File: src/rtl/axl_mon_pkg.sv
package axl_mon_pkg;

    localparam int CH_NUM = 5;
    localparam int IX_AR  = 0;
    localparam int IX_R   = 1;
    localparam int IX_AW  = 2;
    localparam int IX_W   = 3;
    localparam int IX_B   = 4;

    localparam int ERR_DROP_BASE = 0;
    localparam int ERR_UNST_BASE = 5;
    localparam int ERR_RD_EARLY  = 10;
    localparam int ERR_WR_EARLY  = 11;
    localparam int ERR_R_EXOK    = 12;
    localparam int ERR_B_EXOK    = 13;
    localparam int ERR_RD_DEEP   = 14;
    localparam int ERR_WR_DEEP   = 15;
    localparam int ERR_RST_VALID = 16;
    localparam int ERR_NUM       = 17;

    typedef enum logic [1:0] {
        RESP_OKAY   = 2'b00,
        RESP_EXOKAY = 2'b01,
        RESP_SLVERR = 2'b10,
        RESP_DECERR = 2'b11
    } resp_e;

    typedef struct packed {
        logic fire;
        logic drop;
        logic unstable;
    } chan_evt_t;

    function automatic logic resp_illegal(input logic [1:0] code);
        return resp_e'(code) == RESP_EXOKAY;
    endfunction

    function automatic int max2(input int a, input int b);
        return (a > b) ? a : b;
    endfunction

endpackage

File: src/rtl/axl_chan_watch.sv
module axl_chan_watch
    import axl_mon_pkg::*;
#(
    parameter int PAY_W = 8,
    parameter int CNT_W = 16
) (
    input  logic             clk,
    input  logic             rst,
    input  logic             valid,
    input  logic             ready,
    input  logic [PAY_W-1:0] payload,
    output chan_evt_t        evt,
    output logic [CNT_W-1:0] count
);

    logic             valid_q;
    logic             ready_q;
    logic [PAY_W-1:0] pay_q;
    logic             waiting;

    // A transfer was offered at the last edge but not taken.
    assign waiting = valid_q && !ready_q;

    always_comb begin
        evt.fire     = valid && ready;
        evt.drop     = waiting && !valid;
        evt.unstable = waiting && valid && (payload != pay_q);
    end

    always_ff @(posedge clk) begin
        if (rst) begin
            valid_q <= 1'b0;
            ready_q <= 1'b0;
            pay_q   <= '0;
            count   <= '0;
        end else begin
            valid_q <= valid;
            ready_q <= ready;
            pay_q   <= payload;
            count   <= count + CNT_W'(evt.fire);
        end
    end

endmodule

File: src/rtl/axl_pend_ctr.sv
module axl_pend_ctr #(
    parameter int PEND_W = 4
) (
    input  logic clk,
    input  logic rst,
    input  logic inc,
    input  logic dec,
    output logic empty,
    output logic under,
    output logic over
);

    localparam logic [PEND_W-1:0] FULL = '1;

    logic [PEND_W-1:0] cnt;

    assign empty = (cnt == '0);
    assign under = dec && empty;
    assign over  = inc && !dec && (cnt == FULL);

    always_ff @(posedge clk) begin
        if (rst) begin
            cnt <= '0;
        end else if (inc && !dec && !over) begin
            cnt <= cnt + 1'b1;
        end else if (dec && !inc && !empty) begin
            cnt <= cnt - 1'b1;
        end else if (inc && dec && empty) begin
            // Response had nothing to retire; the new request still stands.
            cnt <= cnt + 1'b1;
        end
    end

endmodule

File: src/rtl/axl_err_sticky.sv
module axl_err_sticky
    import axl_mon_pkg::*;
(
    input  logic               clk,
    input  logic               rst,
    input  logic               clr,
    input  logic               any_valid,
    input  logic [ERR_NUM-1:0] live,
    output logic [ERR_NUM-1:0] flags,
    output logic               pulse
);

    always_ff @(posedge clk) begin
        if (rst) begin
            flags                <= '0;
            flags[ERR_RST_VALID] <= any_valid;
            pulse                <= 1'b0;
        end else begin
            pulse <= |live;
            flags <= clr ? live : (flags | live);
        end
    end

endmodule

File: src/rtl/axl_rule_mon.sv
module axl_rule_mon
    import axl_mon_pkg::*;
#(
    parameter int ADDR_W = 32,
    parameter int DATA_W = 32,
    parameter int CNT_W  = 16,
    parameter int PEND_W = 4
) (
    input  logic                clk,
    input  logic                rst,
    input  logic                err_clr,
    input  logic [ADDR_W-1:0]   araddr,
    input  logic [2:0]          arprot,
    input  logic                arvalid,
    input  logic                arready,
    input  logic [DATA_W-1:0]   rdata,
    input  logic [1:0]          rresp,
    input  logic                rvalid,
    input  logic                rready,
    input  logic [ADDR_W-1:0]   awaddr,
    input  logic [2:0]          awprot,
    input  logic                awvalid,
    input  logic                awready,
    input  logic [DATA_W-1:0]   wdata,
    input  logic [DATA_W/8-1:0] wstrb,
    input  logic                wvalid,
    input  logic                wready,
    input  logic [1:0]          bresp,
    input  logic                bvalid,
    input  logic                bready,
    output logic [ERR_NUM-1:0]  err_flags,
    output logic                err_any,
    output logic                err_pulse,
    output logic [CNT_W-1:0]    cnt_ar,
    output logic [CNT_W-1:0]    cnt_r,
    output logic [CNT_W-1:0]    cnt_aw,
    output logic [CNT_W-1:0]    cnt_w,
    output logic [CNT_W-1:0]    cnt_b
);

    localparam int STRB_W  = DATA_W / 8;
    localparam int A_PAY_W = ADDR_W + 3;
    localparam int R_PAY_W = DATA_W + 2;
    localparam int W_PAY_W = DATA_W + STRB_W;
    localparam int PAY_MAX = max2(max2(A_PAY_W, R_PAY_W), W_PAY_W);

    logic [CH_NUM-1:0]  vld;
    logic [CH_NUM-1:0]  rdy;
    logic [PAY_MAX-1:0] pay [CH_NUM];
    chan_evt_t          evt [CH_NUM];
    logic [CNT_W-1:0]   cnt [CH_NUM];

    assign vld = {bvalid, wvalid, awvalid, rvalid, arvalid};
    assign rdy = {bready, wready, awready, rready, arready};

    assign pay[IX_AR] = PAY_MAX'({arprot, araddr});
    assign pay[IX_R]  = PAY_MAX'({rresp, rdata});
    assign pay[IX_AW] = PAY_MAX'({awprot, awaddr});
    assign pay[IX_W]  = PAY_MAX'({wstrb, wdata});
    assign pay[IX_B]  = PAY_MAX'(bresp);

    for (genvar c = 0; c < CH_NUM; c++) begin : g_ch
        axl_chan_watch #(
            .PAY_W (PAY_MAX),
            .CNT_W (CNT_W)
        ) u_watch (
            .clk     (clk),
            .rst     (rst),
            .valid   (vld[c]),
            .ready   (rdy[c]),
            .payload (pay[c]),
            .evt     (evt[c]),
            .count   (cnt[c])
        );
    end

    assign cnt_ar = cnt[IX_AR];
    assign cnt_r  = cnt[IX_R];
    assign cnt_aw = cnt[IX_AW];
    assign cnt_w  = cnt[IX_W];
    assign cnt_b  = cnt[IX_B];

    logic rd_empty, rd_under, rd_over;
    logic aw_empty, aw_under, aw_over;
    logic wd_empty, wd_under, wd_over;

    axl_pend_ctr #(.PEND_W(PEND_W)) u_rd_pend (
        .clk   (clk),
        .rst   (rst),
        .inc   (evt[IX_AR].fire),
        .dec   (evt[IX_R].fire),
        .empty (rd_empty),
        .under (rd_under),
        .over  (rd_over)
    );

    axl_pend_ctr #(.PEND_W(PEND_W)) u_aw_pend (
        .clk   (clk),
        .rst   (rst),
        .inc   (evt[IX_AW].fire),
        .dec   (evt[IX_B].fire),
        .empty (aw_empty),
        .under (aw_under),
        .over  (aw_over)
    );

    axl_pend_ctr #(.PEND_W(PEND_W)) u_wd_pend (
        .clk   (clk),
        .rst   (rst),
        .inc   (evt[IX_W].fire),
        .dec   (evt[IX_B].fire),
        .empty (wd_empty),
        .under (wd_under),
        .over  (wd_over)
    );

    // Masks every rule on the first edge after reset release.
    logic mask_q;
    always_ff @(posedge clk) begin
        if (rst) mask_q <= 1'b1;
        else     mask_q <= 1'b0;
    end

    logic [ERR_NUM-1:0] raw;
    logic [ERR_NUM-1:0] live;

    always_comb begin
        raw = '0;
        for (int c = 0; c < CH_NUM; c++) begin
            raw[ERR_DROP_BASE + c] = evt[c].drop;
            raw[ERR_UNST_BASE + c] = evt[c].unstable;
        end
        raw[ERR_RD_EARLY] = (rvalid && rd_empty) || rd_under;
        raw[ERR_WR_EARLY] = (bvalid && (aw_empty || wd_empty)) || aw_under || wd_under;
        raw[ERR_R_EXOK]   = rvalid && resp_illegal(rresp);
        raw[ERR_B_EXOK]   = bvalid && resp_illegal(bresp);
        raw[ERR_RD_DEEP]  = rd_over;
        raw[ERR_WR_DEEP]  = aw_over || wd_over;
        live = mask_q ? '0 : raw;
    end

    axl_err_sticky u_sticky (
        .clk       (clk),
        .rst       (rst),
        .clr       (err_clr),
        .any_valid (|vld),
        .live      (live),
        .flags     (err_flags),
        .pulse     (err_pulse)
    );

    assign err_any = |err_flags;

endmodule

File: config.mk
export PLATFORM = sky130hd
export DESIGN_NAME = axl_rule_mon
export DESIGN_NICKNAME = d
export VERILOG_FILES = /design/src/rtl/axl_mon_pkg.sv /design/src/rtl/axl_chan_watch.sv /design/src/rtl/axl_pend_ctr.sv /design/src/rtl/axl_err_sticky.sv /design/src/rtl/axl_rule_mon.sv
export SDC_FILE = /design/constraint.sdc
export NUM_CORES = 1
export LEC_CHECK = 0
export BUFFER_PORTS_ARGS = -buffer_cell sky130_fd_sc_hd__buf_2
export CELL_PAD_IN_SITES_DETAIL_PLACEMENT = 1
export CELL_PAD_IN_SITES_GLOBAL_PLACEMENT = 1
export CORE_MARGIN = 1
export CORE_UTILIZATION = 41
export CTS_BUF_LIST = sky130_fd_sc_hd__clkbuf_8
export DETAILED_ROUTE_END_ITERATION = 8
export PLACE_DENSITY_LB_ADDON = 0.1
export SLEW_MARGIN = 10
export SYNTH_ARGS = -nofsm -noshare
export SYNTH_HDL_FRONTEND = slang
export SYNTH_SLANG_ARGS = --single-unit
export TNS_END_PERCENT = 10
File: constraint.sdc
create_clock -name clk -period 2.2 [get_ports clk]
set_clock_uncertainty 0.1 [all_clocks]
set_input_delay 0.22 -clock clk [delete_from_list [all_inputs] [get_ports clk]]
set_output_delay 0.22 -clock clk [all_outputs]
set_load 0.01 [all_outputs]
==> impl_metrics.json, run 1 <==
{
  "ios": 254,
  "synth_cell_type_count": 50,
  "die_x_um": 162,
  "numCtsBuffers": 45,
  "endpoint_kind": "output port",
  "path_depth": 4,
  "leakage_nw": 6.20,
  "cts_setup_buffers": 0,
  "grt.met3_usage_pct": 4.78,
  "comb_power_share_pct": 11.9,
  "initial_core_util_pct": 41.8,
  "yosysWarnings": 0,
  "hold_depth": 1,
  "swShare_pct": 25.4,
  "worstSkewPairLatency_ns": 0.55,
  "critPathKind": "reg -> out",
  "yosysMostFrequentCell": "dfxtp_1",
  "postSynthCellCount": 1070,
  "fin_cells": 1873,
  "tritoncts": "yes",
  "avgSynthCellArea_um2": 9.80,
  "cp_slowest_cell": "or4_1",
  "peakVddDrop_v": 0.000626,
  "r2r_cells": 7,
  "preCtsSetupSlack_ns": 0.108,
  "synth-async-reset-ratio_pct": 0,
  "drt_iter0_markers": 328,
  "synth_common_cells": "dfxtp_1, nor2b_1, xnor2_1",
  "yosys.area.top_type": "dfxtp_1",
  "htreeDepth": 2,
  "timing.fmax_ghz": 0.456,
  "layout_setup_ws_ns": 0.00623,
  "hold_viol": 0,
  "synth_top_area_share_pct": 50.0,
  "finalCritPeriodShare_pct": 99.7,
  "dpl.hpwl_mm": 18.8,
  "outcome": "finished clean",
  "synth_edf_count": 1,
  "clockRootBuffer": "clkbuf_8",
  "max-cap-violations": 0,
  "grt_antenna_before_repair": 3,
  "crit_arrival_ns": 1.87,
  "fill_cells": 2913,
  "yosysSeqAreaShare_pct": 50.3,
  "grt_pass1_vias": 9883,
  "grt_max_degree": 83,
  "clk_path_buf_depth": 3,
  "pwr-share-seq_pct": 46.8,
  "vias_per_cell": 4.83,
  "drive_gt1_share_pct": 22.8,
  "use_met2_pct": 46.4,
  "vias": 9054,
  "synth_ff_type": "dfxtp_1",
  "avgRoutedWirePerCell_um": 17.3,
  "syn2layout_area_growth_pct": 40.2,
  "clkPwrFrac_pct": 41.2,
  "synth.area.top_cells": "dfxtp_1, xnor2_1, nor2b_1",
  "worstPathMaxFanout": 3,
  "top_usage_layer": "met2",
  "slew_headroom_pct": 59.2,
  "place_congestion": 0.767,
  "worstHoldPathType": "in -> reg",
  "internal_power_w": 0.00816,
  "antenna_left": 0,
  "io_buffer_count": 253,
  "fin_nets": 1680,
  "route.detailed.drc": 0,
  "p_per_area_nw_per_um2": 743,
  "fin_crit_ns": 2.19,
  "synth_area_um2": 10500,
  "rows": 58,
  "grt_overflow": 0,
  "use_met1_pct": 27.1,
  "rsz0062_at_grt": "true",
  "coreArea_um2": 25100,
  "cpPeakStageDelay_ns": 0.41,
  "grt_pass1_wl_mm": 51.3,
  "path_clk_slew_ns": 0.06,
  "grt_usage_pct": 24.9,
  "fin_util_pct": 58.6,
  "worstSetupStartpointType": "flop",
  "crit_family": "simple AND/OR/NAND/NOR gates",
  "die_area_um2": 26200,
  "drt_wl_total_mm": 32.3,
  "ys_ff_latch": 263,
  "dp.cells": 1636,
  "cts.sinks": 263,
  "finalInstanceArea_um2": 14700,
  "worstPathCellList": "nor4_2 -> nand4_1 -> or4_1 -> buf_2",
  "worst_pin_slew_ns": 0.612,
  "power.switching_w": 0.00277,
  "crit_required_ns": 1.88,
  "setup_viol": 0,
  "syn-num-nets": 1244,
  "dpl_cell_area_um2": 12200,
  "die_h_um": 162,
  "maxSlewViolCount": 0,
  "dr.pass1.iters": 4,
  "crit_buf_inv": 1
}
==> placed cells by master, fill, tap and decap left out, types with 3 or more instances in the layout <==
cell type	instances
nor3_1	8
xnor2_1	118
and4_1	4
a211oi_1	4
nand3_1	41
ha_1	19
nand2b_1	3
nor2_1	76
diode_2	4
nor2_2	3
or3_1	18
buf_4	12
dlygate4sd3_1	153
o21ai_0	17
inv_1	37
nor4_1	14
nor4_2	3
nand2_1	43
o22ai_1	4
buf_2	252
buf_12	3
nor2b_1	165
and3_1	9
xor2_1	87
nand4_1	40
a21oi_1	38
dfxtp_1	260
clkbuf_8	63
or2_2	3
nand3b_1	4
==> logic make-up (layout without fill, tap and decap cells) <==
group                    count (synthesis)  in the layout  share of synthesized area [%]
AO/OA/AOI/OAI                           74             74                           3.95
AND/OR/NAND/NOR                        456            456                           24.3
XOR/XNOR                               205            205                           17.1
adder cells (fa/ha/maj)                 19             19                           2.27
other                                    0              4                              0
flip-flops                             263            263                           50.3
buffers and inverters                   53            522                           2.05
==> per-stage QoR <==
stage          hold slack, ns  TNS, ns  total power [W]
2_1_floorplan           0.148        0          0.00582
3_3_place_gp            0.346        0          0.00618
3_5_place_dp            0.355        0          0.00622
4_1_cts                0.0926  -0.0779           0.0109
5_1_grt                 0.127   -0.122           0.0114
6_report                0.129        0           0.0109
==> power groups by stage <==
stage	Clock, W	Sequential [W]	Combinational, W
after floorplan	0	0.00519	0.000633
after global placement	0	0.00520	0.000986
after detailed placement	0	0.00520	0.00102
after CTS	0.00458	0.00510	0.00125
after global routing	0.00488	0.00514	0.00143
final	0.00451	0.00512	0.00130
==> timing repair <==
| action | 4_1_cts | 5_1_grt |
|---|---|---|
| cloned | 0 | 0 |
| pin swaps | 2 | 1 |
| endpoints found under the setup margin | 1 | 9 |
| hold endpoints to repair | 164 | 0 |
| hold buffers | 153 | 0 |
| resized for setup | 1 | 12 |
==> layer usage <==
layer | up-vias | part of all wire [%]
li1 | 4430 | -
met1 | 4327 | 40
met2 | 223 | 52
met3 | 74 | 4.2
met4 | 0 | 3.8
met5 | - | 0
==> final timing paths <==
| kind | slack (ns) | end | startpoint |
|---|---|---|---|
| min | 0.13 | mask_q | rst |
| min reg2reg | 0.39 | u_sticky.flags[0] | u_sticky.flags[0] |
| max reg2reg | 0.07 | u_sticky.pulse | g_ch[3].u_watch.pay_q[14] |
| max | 0.006 | err_any | u_sticky.flags[12] |
==> state kept, by name, indices dropped and copies added, names as in the netlist <==
name                  flops
g_ch.u_watch.pay_q      142
u_sticky.pulse            1
u_aw_pend.cnt             4
u_sticky.flags           17
mask_q                    1
g_ch.u_watch.count       80
g_ch.u_watch.ready_q      5
u_wd_pend.cnt             4
u_rd_pend.cnt             4
g_ch.u_watch.valid_q      5
==> final cells by class <==
cell class / instances / area, um^2 / area share, %
Sequential cell: 263 / 5280 / 35.9
Multi-Input combinational cell: 754 / 5040 / 34.3
Timing Repair Buffer: 421 / 2960 / 20.1
Clock buffer: 62 / 853 / 5.80
Tap cell: 330 / 413 / 2.81
Inverter: 21 / 78.8 / 0.536
Clock inverter: 18 / 71.3 / 0.485
Antenna cell: 4 / 10.0 / 0.0681
Power figures use the tool's default switching activity.
==> inputs of run 2 (changes only) <==
- BUFFER_PORTS_ARGS: -buffer_cell sky130_fd_sc_hd__buf_2 -> unset
- DONT_BUFFER_PORTS: unset -> 1
- SYNTH_HIERARCHICAL: unset -> 1
- clock period: 2.2 -> 2.65 ns (I/O delays scaled with it)
==> run 2 against run 1 <==
  * Clock power down 9.1%
  * Synthesized cell count rose by 17%
  * Global-route usage shrank 4.3 points
  * First-iteration DRC count shrank 30%
  * Hold slack got worse by 0.061 ns
  * Routed wire length rose by 0.32%
  * Sequential share of layout area rose by 1.5 points
  * Critical path depth fell by 1
  * Combinational power fell by 30%
  * Non-clock buffer count shrank 210
  * Register-to-register slack improved by 0.20 ns
  * Die area grew 18%
  * Critical endpoint unchanged
==> impl_metrics.json, run 2 <==
{
  "avgSynthCellArea_um2": 9.90,
  "clkPwrFrac_pct": 41.6,
  "avgRoutedWirePerCell_um": 16.4,
  "dr.pass1.iters": 5,
  "drt_wl_total_mm": 32.4,
  "slew_headroom_pct": 59.2,
  "swShare_pct": 24.0,
  "die_area_um2": 31000,
  "postSynthCellCount": 1256,
  "ctsHoldBuffers": 210,
  "largestRegisters": "g_ch.u_watch/pay_q x180, g_ch.u_watch/count x80, u_sticky/flags x17",
  "cts_setup_buffers": 0,
  "yosysSeqAreaShare_pct": 48.5,
  "worstPathCellList": "nor4_1 -> nand4_1 -> or4_1",
  "die_x_um": 176,
  "fill_cells": 3287,
  "critPathKind": "reg -> out",
  "cts.sinks": 301,
  "dpl.hpwl_mm": 19.3,
  "clk_path_buf_depth": 3,
  "rows": 63,
  "worstHoldPathType": "in -> reg",
  "crit_family": "simple AND/OR/NAND/NOR gates",
  "max-cap-violations": 0,
  "grt_pass1_wl_mm": 51.9,
  "p_per_area_nw_per_um2": 610,
  "cts_resized": 0,
  "dpl_cell_area_um2": 13000,
  "layout_commonest_cell": "dfxtp_1",
  "synth-async-reset-ratio_pct": 0,
  "power.switching_w": 0.00236,
  "route.detailed.drc": 0,
  "largest_reg_flops": 180,
  "clockRootBuffer": "clkbuf_8",
  "outcome": "finished clean",
  "synth_area_um2": 12400,
  "synth_cell_type_count": 46,
  "ys_ff_latch": 301,
  "io_buffer_count": 0,
  "path_clk_slew_ns": 0.06,
  "vias": 9607,
  "htreeDepth": 2,
  "syn2layout_area_growth_pct": 29.8,
  "cpPeakStageDelay_ns": 0.54,
  "final_cell_mix": "dfxtp_1, nor2b_1, dlygate4sd3_1",
  "synth_top_area_share_pct": 48.5,
  "grt_max_degree": 171,
  "fin_setup_tns_ns": 0,
  "numCtsBuffers": 53,
  "fin_nets": 1728,
  "worstSkewPairLatency_ns": 0.57,
  "crit_arrival_ns": 2.11,
  "leakage_nw": 6.30,
  "maxSlewViolCount": 0,
  "synth_common_cells": "dfxtp_1, nor2b_1, xnor2_1",
  "crit_required_ns": 2.29,
  "grt_overflow": 0,
  "coreArea_um2": 29700,
  "rsz0062_at_grt": "false",
  "fin_crit_ns": 2.47,
  "grt_pass1_vias": 10200,
  "crit_buf_inv": 0,
  "yosysMostFrequentCell": "dfxtp_1",
  "hold_viol": 0,
  "drive_gt1_share_pct": 7.09,
  "timing.fmax_ghz": 0.404,
  "worstPathMaxFanout": 3,
  "grt_usage_pct": 20.6,
  "worstSetupStartpointType": "flop",
  "ios": 254,
  "vias_per_cell": 4.84,
  "setup_viol": 0,
  "comb_power_share_pct": 9.3,
  "drt_iter0_markers": 228,
  "place_congestion": 0.726,
  "antenna_cells": 0,
  "antenna_left": 0,
  "die_h_um": 176,
  "largest_register": "g_ch.u_watch/pay_q",
  "endpoint_kind": "output port",
  "cp_slowest_cell": "or4_1",
  "grt_antenna_before_repair": 0,
  "worst_pin_slew_ns": 0.611,
  "internal_power_w": 0.00749,
  "finalInstanceArea_um2": 16100,
  "yosysWarnings": 6,
  "tritoncts": "yes",
  "synth_edf_count": 0,
  "yosys.area.top_type": "dfxtp_1",
  "peakVddDrop_v": 0.000382,
  "finalCritPeriodShare_pct": 93.3,
  "initial_core_util_pct": 41.8,
  "synth.area.top_cells": "dfxtp_1, xnor2_1, nor2b_1",
  "pwr-share-seq_pct": 49.1,
  "synth_ff_type": "dfxtp_1"
}
run 2: cell types whose count changed after synthesis, sizes merged, moves of 9 or more:
cell / previous run / this run
a21oi: 38 / 48
dfxtp: 262 / 301
nand2: 43 / 26
nand3: 42 / 31
nand4: 40 / 74
nor2: 79 / 90
nor2b: 165 / 214
nor4: 17 / 8
xnor2: 118 / 193
xor2: 87 / 40
run 2: worst min-delay path: stages:
cell and delay (ns):
nor3b_1 0.04, nor2b_1 0.17, a21oi_1 0.14, nor2_1 0.05
run 2: cell type report:
type	instances	area [um^2]	area share (%)
Clock buffer	66	908	5.63
Clock inverter	25	108	0.667
Inverter	21	78.8	0.489
Multi-Input combinational cell	969	6400	39.7
Sequential cell	301	6030	37.3
Tap cell	390	488	3.02
Timing Repair Buffer	211	2130	13.2
run 2: path summary, 6_finish.rpt:
kind | start | endpoint | slack [ns] | cells after the start
setup / recovery | u_sticky/flags[4] | err_any | 0.18 | 3
hold / removal | wvalid | u_sticky/flags[3] | 0.07 | 4
setup reg to reg | g_ch[1].u_watch/pay_q[30] | u_sticky/pulse | 0.27 | 8
hold reg to reg | u_wd_pend/cnt[0] | u_wd_pend/cnt[0] | 0.42 | 2
run 2: cells by family (layout without fill, tap and decap cells):
logic type | Yosys count | after routing | synth area share [%]
AO/OA/AOI/OAI | 103 | 103 | 5.17
XOR/XNOR | 233 | 233 | 16.4
adder cells (fa/ha/maj) | 16 | 16 | 1.61
buffers and inverters | 63 | 323 | 2.39
flip-flops | 301 | 301 | 48.5
multiplexers | 3 | 3 | 0.362
other | 1 | 78 | 0.0302
AND/OR/NAND/NOR | 536 | 536 | 25.6
run 2: power by group through the flow:
stage                     combinational, W  sequential [W]  clock [W]
final                             0.000914         0.00484    0.00410
after global routing               0.00101         0.00485    0.00445
after CTS                         0.000902         0.00483    0.00424
after detailed placement          0.000658         0.00493          0
after global placement            0.000642         0.00492          0
after floorplan                   0.000628         0.00490          0
run 2: through the flow:
stage / hold slack, ns / power (W) / instances / util (%) / setup slack [ns]
5_1_grt: 0.0437 / 0.0103 / 1983 / 54.3 / 0.00710
4_1_cts: 0.0246 / 0.00997 / 1983 / 54.3 / 0.0971
3_5_place_dp: 0.256 / 0.00559 / 1682 / 43.7 / 0.321
6_report: 0.0674 / 0.00985 / 1983 / 54.3 / 0.177
3_3_place_gp: 0.250 / 0.00557 / 1682 / 43.7 / 0.340
2_1_floorplan: 0.193 / 0.00553 / 1333 / - / 0.571
run 2: layer usage:
layer,global-route usage (%),part of all wire (%),vias up
li1,-,-,4733
met1,24.0,42,4618
met2,36.0,49,212
met3,6.87,7.8,44
met4,5.14,1.6,0
met5,0,0,-
==> inputs of run 3 (changes only) <==
- CTS_BUF_LIST: sky130_fd_sc_hd__clkbuf_8 -> unset
==> run 3 against run 2 <==
  * Hold slack worse by 0.037 ns
  * Highest routed layer unchanged
  * First-iteration DRC count up 22%
  * Critical endpoint unchanged
  * Combinational power down 0.4%
  * Non-clock buffer count down 2
  * Setup slack better by 0.025 ns
  * Critical path type unchanged
  * Fmax up 1.0%
==> impl_metrics.json, run 3 (synthesized netlist as in run 2, its figures left out) <==
{
  "outcome": "finished clean",
  "avgRoutedWirePerCell_um": 16.8,
  "fin_setup_tns_ns": 0,
  "finalCritPeriodShare_pct": 92.4,
  "clockRootBuffer": "clkbuf_16",
  "place_congestion": 0.726,
  "rows": 63,
  "die_x_um": 176,
  "slew_headroom_pct": 58.3,
  "peakVddDrop_v": 0.000441,
  "initial_core_util_pct": 41.8,
  "syn2layout_area_growth_pct": 30.5,
  "clk_path_buf_depth": 3,
  "drt_iter0_markers": 279,
  "worstHoldPathType": "in -> reg",
  "ios": 254,
  "grt_pass1_wl_mm": 52.5,
  "worst_pin_slew_ns": 0.626,
  "timing.fmax_ghz": 0.408,
  "worstPathMaxFanout": 3,
  "rr_endpoint": "u_sticky/pulse",
  "grt_max_degree": 175,
  "critPathKind": "reg -> out",
  "crit_start": "u_sticky/flags[4]",
  "worstSetupStartpointType": "flop",
  "r2r_cells": 8,
  "grt_antenna_before_repair": 0,
  "maxSlewViolCount": 0,
  "dpl_cell_area_um2": 13000,
  "setup_viol": 0,
  "fin_crit_ns": 2.45,
  "largest_register": "g_ch.u_watch/pay_q",
  "die_h_um": 176,
  "fin_nets": 1708,
  "antenna_cells": 0,
  "htreeDepth": 2,
  "die_area_um2": 31000,
  "io_buffer_count": 0,
  "grt_pass1_vias": 10100,
  "path_clk_slew_ns": 0.05,
  "grt_usage_pct": 21.0,
  "worstSkewPairLatency_ns": 0.50,
  "antenna_left": 0,
  "largestRegisters": "g_ch.u_watch/pay_q x180, g_ch.u_watch/count x80, u_sticky/flags x17",
  "drt_wl_total_mm": 32.8,
  "crit_arrival_ns": 2.08,
  "hold_viol": 0,
  "largest_reg_flops": 180,
  "crit_path_end": "err_any",
  "fin_util_pct": 54.6,
  "endpoint_kind": "output port",
  "dpl.hpwl_mm": 19.3,
  "total_power_w": 0.0105,
  "vias_per_cell": 4.91,
  "tritoncts": "yes",
  "final_cell_mix": "dfxtp_1, nor2b_1, dlygate4sd3_1",
  "leakage_nw": 6.27,
  "rsz0062_at_grt": "false",
  "timing.rr.start": "g_ch[4].u_watch/pay_q[3]",
  "finalInstanceArea_um2": 16200,
  "numCtsBuffers": 35,
  "layout_commonest_cell": "dfxtp_1",
  "ff2ff_setup_slack_ns": 0.26,
  "route.detailed.drc": 0,
  "drive_gt1_share_pct": 5.83,
  "cts.sinks": 301,
  "grt_overflow": 0,
  "vias": 9576,
  "max-cap-violations": 0,
  "dr.pass1.iters": 4,
  "p_per_area_nw_per_um2": 645,
  "crit_required_ns": 2.29,
  "coreArea_um2": 29700,
  "holdWs_ns": 0.0299
}
run 3: changes by cell type in the layout (fill, tap and decap cells not counted), sizes merged:
cell | before | now
clkbuf | 66 | 55
bufinv | 0 | 1
clkinv | 5 | 4
dlygate4sd3 | 209 | 207
clkinvlp | 2 | 0
inv | 39 | 21
run 3: area by class of cell:
| type | instances | area, um^2 |
|---|---|---|
| fill | 3251 | 13500 |
| multi-input combinational | 969 | 6400 |
| sequential | 301 | 6030 |
| timing repair buffer | 209 | 2110 |
| clock buffer | 55 | 1080 |
| tap | 390 | 488 |
| inverter | 21 | 78.8 |
| clock inverter | 5 | 50.0 |
run 3: critical path: stages (launching register included):
cell     delay [ns]
dfxtp_1        0.37
nor4_1         0.49
nand4_1        0.19
or4_1          0.54
run 3: stage by stage:
step | setup WS (ns) | cells
3_3_place_gp | 0.340 | 1682
6_report | 0.202 | 1950
4_1_cts | 0.144 | 1950
3_5_place_dp | 0.321 | 1682
2_1_floorplan | 0.571 | 1333
5_1_grt | 0.0522 | 1950
run 3: worst min-delay path by stage:
stage | start | to | slack [ns] | cells past startpoint
2_1_floorplan | rst | mask_q | 0.19 | 0
6_report | rvalid | u_sticky/flags[12] | 0.03 | 3
4_1_cts | rvalid | u_sticky/flags[12] | 0.001 | 3
5_1_grt | rvalid | u_sticky/flags[12] | 0.02 | 3
3_5_place_dp | rst | mask_q | 0.26 | 0
3_3_place_gp | rst | mask_q | 0.25 | 0
run 3: metal layers:
layer / track usage (%) / routed length (um)
met2: 37.0 / 16200
met5: 0.801 / 0
met1: 24.8 / 13700
met4: 4.53 / 402
met3: 6.72 / 2490
run 3: report_power, final:
| group | leakage, nW | switching [W] | internal [W] | total (W) |
|---|---|---|---|---|
| Clock | 0.561 | 0.00184 | 0.00289 | 0.00473 |
| Sequential | 2.48 | 0.000119 | 0.00472 | 0.00483 |
| Combinational | 3.23 | 0.000363 | 0.000547 | 0.000910 |
| Total | 6.27 | 0.00232 | 0.00815 | 0.0105 |
run 3: timing repair:
| item | 4_1_cts | 5_1_grt |
|---|---|---|
| buffers inserted | 0 | 0 |
| resized for setup | 0 | 0 |
| hold buffers | 208 | 0 |
| hold endpoints to repair | 263 | 0 |
